**config.mk**
```make
export PLATFORM = sky130hd
export DESIGN_NAME = tlb_asid_xlate
export DESIGN_NICKNAME = d
export VERILOG_FILES = /design/src/rtl/tlb_pkg.sv /design/src/rtl/tlb_entry_array.sv /design/src/rtl/tlb_match.sv /design/src/rtl/tlb_victim.sv /design/src/rtl/tlb_asid_xlate.sv
export SDC_FILE = /design/constraint.sdc
export NUM_CORES = 2
export LEC_CHECK = 0
export BUFFER_PORTS_ARGS = -buffer_cell sky130_fd_sc_hd__buf_2
export CORE_MARGIN = 4
export CORE_UTILIZATION = 45
export CTS_BUF_LIST = sky130_fd_sc_hd__clkbuf_2 sky130_fd_sc_hd__clkbuf_4 sky130_fd_sc_hd__clkbuf_8
export CTS_CLUSTER_SIZE = 30
export DETAILED_ROUTE_END_ITERATION = 10
export MAX_ROUTING_LAYER = met4
export PLACE_DENSITY_LB_ADDON = 0.3
export SETUP_SLACK_MARGIN = 0.05
export SLEW_MARGIN = 0
export SYNTH_ARGS = -nofsm -noshare
export SYNTH_HDL_FRONTEND = slang
export SYNTH_SLANG_ARGS = --single-unit
```
**constraint.sdc**
```tcl
create_clock -name clk -period 5.2 [get_ports clk]
set_input_delay 1.04 -clock clk [delete_from_list [all_inputs] [get_ports clk]]
set_output_delay 1.04 -clock clk [all_outputs]
set_load 0.02 [all_outputs]
```
**src/rtl/tlb_pkg.sv**
```systemverilog
package tlb_pkg;
    localparam int VA_W   = 32;
    localparam int OFF_W  = 12;
    localparam int VPN_W  = VA_W - OFF_W;
    localparam int PFN_W  = 20;
    localparam int PA_W   = PFN_W + OFF_W;
    localparam int ASID_W = 8;

    typedef enum logic [1:0] {
        ACC_READ  = 2'd0,
        ACC_WRITE = 2'd1,
        ACC_FETCH = 2'd2,
        ACC_SPARE = 2'd3
    } acc_e;

    typedef struct packed {
        logic ro;
        logic nx;
        logic kern;
    } perm_t;

    typedef struct packed {
        logic              valid;
        logic [ASID_W-1:0] asid;
        logic [VPN_W-1:0]  vpn;
        logic [PFN_W-1:0]  pfn;
        perm_t             perm;
        logic              accessed;
        logic              dirty;
    } entry_t;

    typedef struct packed {
        logic [PFN_W-1:0] pfn;
        perm_t            perm;
        logic             accessed;
        logic             dirty;
    } hit_info_t;

    // Access is refused when any permission bit forbids it.
    function automatic logic perm_denied(perm_t p, acc_e a, logic user);
        return (p.ro && (a == ACC_WRITE)) ||
               (p.nx && (a == ACC_FETCH)) ||
               (p.kern && user);
    endfunction
endpackage

```
**src/rtl/tlb_entry_array.sv**
```systemverilog
module tlb_entry_array
    import tlb_pkg::*;
#(
    parameter int ENTRIES = 16,
    localparam int IDX_W  = $clog2(ENTRIES)
) (
    input  logic                    clk,
    input  logic                    rst,
    input  logic                    flush_all,
    input  logic                    flush_asid_en,
    input  logic [ASID_W-1:0]       flush_asid,
    input  logic                    wr_en,
    input  logic [IDX_W-1:0]        wr_idx,
    input  entry_t                  wr_entry,
    input  logic                    touch_en,
    input  logic [IDX_W-1:0]        touch_idx,
    input  logic                    touch_dirty,
    output entry_t [ENTRIES-1:0]    ents
);
    entry_t ent_q [ENTRIES];

    for (genvar g = 0; g < ENTRIES; g++) begin : g_ent
        always_ff @(posedge clk) begin
            if (rst) begin
                ent_q[g] <= '0;
            end else if (flush_all) begin
                ent_q[g].valid <= 1'b0;
            end else if (flush_asid_en && (ent_q[g].asid == flush_asid)) begin
                ent_q[g].valid <= 1'b0;
            end else if (wr_en && (wr_idx == IDX_W'(g))) begin
                ent_q[g] <= wr_entry;
            end else if (touch_en && (touch_idx == IDX_W'(g))) begin
                ent_q[g].accessed <= 1'b1;
                if (touch_dirty) begin
                    ent_q[g].dirty <= 1'b1;
                end
            end
        end
        assign ents[g] = ent_q[g];
    end
endmodule

```
**src/rtl/tlb_match.sv**
```systemverilog
module tlb_match
    import tlb_pkg::*;
#(
    parameter int ENTRIES = 16,
    localparam int IDX_W  = $clog2(ENTRIES)
) (
    input  entry_t [ENTRIES-1:0] ents,
    input  logic [VPN_W-1:0]     vpn,
    input  logic [ASID_W-1:0]    asid,
    output logic [ENTRIES-1:0]   hit_vec,
    output logic                 hit_any,
    output logic [IDX_W-1:0]     hit_idx,
    output hit_info_t            info
);
    for (genvar g = 0; g < ENTRIES; g++) begin : g_cmp
        assign hit_vec[g] = ents[g].valid && (ents[g].vpn == vpn) &&
                            (ents[g].asid == asid);
    end

    assign hit_any = |hit_vec;

    // OR-reduction select; at most one entry matches.
    always_comb begin
        hit_idx = '0;
        info    = '0;
        for (int i = 0; i < ENTRIES; i++) begin
            if (hit_vec[i]) begin
                hit_idx = hit_idx | IDX_W'(i);
                info    = info | {ents[i].pfn, ents[i].perm,
                                  ents[i].accessed, ents[i].dirty};
            end
        end
    end
endmodule

```
**src/rtl/tlb_victim.sv**
```systemverilog
module tlb_victim #(
    parameter int ENTRIES = 16,
    localparam int IDX_W  = $clog2(ENTRIES)
) (
    input  logic               clk,
    input  logic               rst,
    input  logic [ENTRIES-1:0] valid_vec,
    input  logic               fill,
    output logic [IDX_W-1:0]   victim_idx
);
    logic [IDX_W-1:0] ptr_q;
    logic [IDX_W-1:0] free_idx;
    logic             all_valid;

    assign all_valid = &valid_vec;

    always_comb begin
        free_idx = '0;
        for (int i = ENTRIES - 1; i >= 0; i--) begin
            if (!valid_vec[i]) begin
                free_idx = IDX_W'(i);
            end
        end
    end

    assign victim_idx = all_valid ? ptr_q : free_idx;

    always_ff @(posedge clk) begin
        if (rst) begin
            ptr_q <= '0;
        end else if (fill && all_valid) begin
            ptr_q <= (ptr_q == IDX_W'(ENTRIES - 1)) ? '0 : ptr_q + 1'b1;
        end
    end
endmodule

```
**src/rtl/tlb_asid_xlate.sv**
```systemverilog
module tlb_asid_xlate
    import tlb_pkg::*;
#(
    parameter int ENTRIES = 16,
    localparam int IDX_W  = $clog2(ENTRIES)
) (
    input  logic              clk,
    input  logic              rst,
    input  logic              lk_valid,
    input  logic [VA_W-1:0]   lk_vaddr,
    input  logic [ASID_W-1:0] lk_asid,
    input  logic [1:0]        lk_acc,
    input  logic              lk_user,
    output logic              rsp_valid,
    output logic              rsp_hit,
    output logic              rsp_miss,
    output logic              rsp_fault,
    output logic [PA_W-1:0]   rsp_paddr,
    output logic              rsp_was_accessed,
    output logic              rsp_was_dirty,
    input  logic              rf_valid,
    input  logic [VPN_W-1:0]  rf_vpn,
    input  logic [ASID_W-1:0] rf_asid,
    input  logic [PFN_W-1:0]  rf_pfn,
    input  logic              rf_ro,
    input  logic              rf_nx,
    input  logic              rf_kern,
    input  logic              fl_all,
    input  logic              fl_asid_valid,
    input  logic [ASID_W-1:0] fl_asid
);
    entry_t [ENTRIES-1:0] ents;
    logic   [ENTRIES-1:0] valid_vec;
    logic   [ENTRIES-1:0] hit_vec;
    logic                 hit_any;
    logic   [IDX_W-1:0]   hit_idx;
    logic   [IDX_W-1:0]   victim_idx;
    hit_info_t            info;
    entry_t               new_ent;
    acc_e                 acc;
    logic                 flush_any, do_refill, do_lookup, denied;
    logic                 good_hit, bad_hit;

    assign acc       = acc_e'(lk_acc);
    assign flush_any = fl_all | fl_asid_valid;
    assign do_refill = rf_valid & ~flush_any;
    assign do_lookup = lk_valid & ~rf_valid & ~flush_any;

    for (genvar g = 0; g < ENTRIES; g++) begin : g_vld
        assign valid_vec[g] = ents[g].valid;
    end

    always_comb begin
        new_ent          = '0;
        new_ent.valid    = 1'b1;
        new_ent.asid     = rf_asid;
        new_ent.vpn      = rf_vpn;
        new_ent.pfn      = rf_pfn;
        new_ent.perm.ro  = rf_ro;
        new_ent.perm.nx  = rf_nx;
        new_ent.perm.kern = rf_kern;
    end

    tlb_match #(.ENTRIES(ENTRIES)) u_match (
        .ents    (ents),
        .vpn     (lk_vaddr[VA_W-1:OFF_W]),
        .asid    (lk_asid),
        .hit_vec (hit_vec),
        .hit_any (hit_any),
        .hit_idx (hit_idx),
        .info    (info)
    );

    assign denied   = perm_denied(info.perm, acc, lk_user);
    assign good_hit = do_lookup & hit_any & ~denied;
    assign bad_hit  = do_lookup & hit_any & denied;

    tlb_victim #(.ENTRIES(ENTRIES)) u_victim (
        .clk        (clk),
        .rst        (rst),
        .valid_vec  (valid_vec),
        .fill       (do_refill),
        .victim_idx (victim_idx)
    );

    tlb_entry_array #(.ENTRIES(ENTRIES)) u_array (
        .clk           (clk),
        .rst           (rst),
        .flush_all     (fl_all),
        .flush_asid_en (fl_asid_valid),
        .flush_asid    (fl_asid),
        .wr_en         (do_refill),
        .wr_idx        (victim_idx),
        .wr_entry      (new_ent),
        .touch_en      (good_hit),
        .touch_idx     (hit_idx),
        .touch_dirty   (acc == ACC_WRITE),
        .ents          (ents)
    );

    always_ff @(posedge clk) begin
        if (rst) begin
            rsp_valid        <= 1'b0;
            rsp_hit          <= 1'b0;
            rsp_miss         <= 1'b0;
            rsp_fault        <= 1'b0;
            rsp_paddr        <= '0;
            rsp_was_accessed <= 1'b0;
            rsp_was_dirty    <= 1'b0;
        end else begin
            rsp_valid        <= do_lookup;
            rsp_hit          <= good_hit;
            rsp_miss         <= do_lookup & ~hit_any;
            rsp_fault        <= bad_hit;
            rsp_paddr        <= good_hit ? {info.pfn, lk_vaddr[OFF_W-1:0]} : '0;
            rsp_was_accessed <= good_hit & info.accessed;
            rsp_was_dirty    <= good_hit & info.dirty;
        end
    end
endmodule

```
==> impl_metrics.csv <==
group,metric,value,unit
logic_synthesis,synth_edf_count,864,
critical_path,r2r_setup_slack,1.12,ns
die,fp.dieW,319,um
logic_synthesis,yosysUniqueCellTypes,60,
final_layout,area_growth,12.3,%
logic_synthesis,syn_area,43500,um2
critical_path,cp_slowest_stage_delay,0.74,ns
pwr,p_total,15.7,mW
die,initial_core_util,0.456,
drt,vias_per_cell,5.91,
critical_path,end_kind,"register",
critical_path,crit_fanout,6,
clock_network,ctsLongestPathBuffers,3,
drt,vias,29300,
drt,drc,0,
clock_network,root_buffer,"clkbuf_8",
timing,worst_pin_slew,1.16,ns
timing,fin_ws,1.12,ns
status,status,"completed",
timing,period_share,0.785,
clock_network,hold_buffers,0,
die,row_count,113,
timing,whs,0.465,ns
critical_path,cp.required,5.69,ns
logic_synthesis,seq_area_frac_synth,0.616,
clock_network,clk_pin_slew,0.06,ns
place,dpl_cell_area,45900,um2
timing,hold_viol,0,
final_layout,final_nets,3675,
logic_synthesis,yosys_warnings,0,
die,die-height,319,um
timing,tns,0,ns
clock_network,cts_tree,"yes",
logic_synthesis,syn_inst,3391,
drt,first_iter_violations,4941,
clock_network,post_cts_resized,0,
critical_path,path_cells,"xnor2_1 > nand4_1 > nor4_1 > and2_1 > or4_1 > nand3_1 > nand4bb_1 > o21ai_0",
place,place_ws,0.450,ns
clock_network,clkSinkCount,906,
die,coreArea,95400,um2
drt,avgRoutedWirePerCell,29.7,um
final_layout,regArea,26800,um2
place,gp_congestion,0.966,
clock_network,numCtsBuffers,152,
logic_synthesis,syn_area_per_cell,12.8,um2
critical_path,cp.arrival,4.57,ns
critical_path,crit_family,"simple AND/OR/NAND/NOR gates",
die,dieArea,102000,um2
timing,fin_crit,4.08,ns
final_layout,multiInputGateArea,15200,um2
grt,grt_first_pass_wirelength,208,mm
pwr,powerDensity,322,nW/um2
min_path,hold_path_class,"input pin to register",
drt,wl,148,mm
place,io_buffers,145,
final_layout,layout-drive-gt1-share,0.163,
place,dp_hpwl,96.0,mm
timing,max_freq,245,MHz
grt,grt_use_total,0.293,
critical_path,worstSetupPathType,"register to register",
critical_path,start_kind,"register",
timing,finalClockSkew,0.0321,ns
drt,ant_nets,0,
pwr,leakage,17.4,nW
grt,gr-total-overflow,0,
logic_synthesis,ys_ff_latch,906,
die,io_pins,146,
timing,rsz0062_at_grt,"false",
logic_synthesis,synth_fp_nets,3500,
clock_network,clk_latency,0.82,ns
pwr,max-vdd-ir-drop,242,uV
critical_path,crit_buf_inv,0,
clock_network,cts_setup_buffers,0,
timing,slew_violations,0,
timing,setup_violations,0,
grt,antenna_found_initial,9,
grt,grt_pass1_vias,27500,
grt,grt_max_degree,53,
timing,slew_headroom,0.219,
critical_path,critPathSlowestCell,"nor4_1",
flow_run,maxCapViolations,0,
logic_synthesis,synth-async-reset-ratio,0,
clock_network,htree_levels,4,
logic_synthesis,synthFlopType,"edfxtp_1",
final_layout,fillers,8184,
final_layout,fin_area,48800,um2
drt,dr.pass1.iters,8,
==> area by class of cell <==
class                           instances  share of cell area
Inverter                               48             0.00369
Sequential cell                       906               0.548
Tap cell                             1265              0.0324
Antenna cell                            7            0.000359
Clock buffer                          221              0.0546
Clock inverter                         56             0.00535
Timing Repair Buffer                  300              0.0433
Multi-Input combinational cell       2158               0.312
==> routing by layer <==
metal,track usage,vias up,wire length [um]
li1,-,12500,-
met5,-,-,0
met1,0.412,14500,58400
met4,0.0912,0,4850
met3,0.0594,276,18500
met2,0.431,2060,65800
==> worst paths after layout <==
| check | start | end | cells past startpoint |
|---|---|---|---|
| worst max register to register | u_array.ent_q[2][210] | u_array.ent_q[2][54] | 8 |
| worst min register to register | u_victim.ptr_q[3] | u_victim.ptr_q[3] | 2 |
| worst min-delay path | lk_vaddr[1] | rsp_paddr[1] | 3 |
| worst max-delay path | u_array.ent_q[2][210] | u_array.ent_q[2][54] | 8 |
==> cells by family (layout without fill, tap and decap cells) <==
kind of cell / Yosys count / after routing / share of synthesized area
flops: 906 / 906 / 0.616
simple gates: 1323 / 1323 / 0.184
other cells: 0 / 7 / 0
buf+inv: 327 / 625 / 0.0369
mux: 2 / 2 / 0.000460
fa+ha+maj: 1 / 1 / 0.000288
compound gates: 262 / 262 / 0.0481
xor+xnor: 570 / 570 / 0.115
==> tightest hold or removal path, cell delays in order <==
cell and delay (ns):
buf_2 0.09, inv_1 0.04, nor3_1 0.04
==> synth_stat cells, drive strengths merged, types with 9 or more instances <==
cell type | count | area [um2]
a22o | 14 | 123
and3 | 14 | 87.6
a221oi | 19 | 166
dfxtp | 42 | 841
buf | 92 | 723
xnor2 | 478 | 4190
nand3 | 89 | 455
inv | 48 | 180
o31ai | 17 | 128
nor4 | 60 | 382
a31oi | 17 | 106
nand2 | 59 | 221
o21ai | 27 | 135
nand4 | 130 | 820
nor3 | 40 | 275
a211oi | 17 | 128
a22oi | 45 | 338
clkbuf | 187 | 702
edfxtp | 864 | 25900
and2 | 829 | 5190
xor2 | 92 | 806
and4 | 9 | 78.8
a21oi | 15 | 75.1
a222oi | 61 | 611
nor2 | 58 | 218
==> state kept, by name, summed over array words and instances, names as in the netlist <==
signal            flops
u_array.ent_q       864
rsp_was_accessed      1
rsp_was_dirty         1
rsp_valid             1
u_victim.ptr_q        4
rsp_hit               1
rsp_paddr            32
rsp_fault             1
rsp_miss              1
==> stage by stage <==
step	std cells	utilization
final	4961	0.512
after global routing	4959	0.512
after CTS	4954	0.512
after detailed placement	4677	0.481
after global placement	4677	0.481
after floorplan	3391	-
==> report_power, final <==
part	internal [mW]	total [mW]	switching, mW
Combinational	0.351	1.14	0.788
Sequential	8.22	8.37	0.142
Clock	3.29	6.24	2.95
==> cell usage in the layout, fill, tap and decap left out, types with 6 or more instances in the layout <==
| cell type | instances |
|---|---|
| a211oi_1 | 17 |
| a21oi_1 | 15 |
| a221oi_1 | 19 |
| a222oi_1 | 61 |
| a22o_1 | 14 |
| a22oi_1 | 45 |
| a311oi_1 | 6 |
| a31oi_1 | 17 |
| and2_1 | 829 |
| and3_1 | 13 |
| and4_1 | 9 |
| buf_12 | 18 |
| buf_2 | 145 |
| buf_4 | 137 |
| clkbuf_4 | 60 |
| clkbuf_8 | 161 |
| clkinv_1 | 38 |
| clkinv_2 | 11 |
| dfxtp_1 | 42 |
| diode_2 | 7 |
| edfxtp_1 | 864 |
| inv_1 | 32 |
| inv_2 | 16 |
| nand2_1 | 58 |
| nand2b_1 | 8 |
| nand3_1 | 87 |
| nand3b_1 | 6 |
| nand4_1 | 129 |
| nor2_1 | 49 |
| nor2_4 | 9 |
| nor3_1 | 20 |
| nor3_2 | 20 |
| nor4_1 | 53 |
| nor4_2 | 7 |
| o21ai_0 | 25 |
| o31ai_1 | 17 |
| xnor2_1 | 478 |
| xor2_1 | 92 |
(Power assumes the default switching activity.)
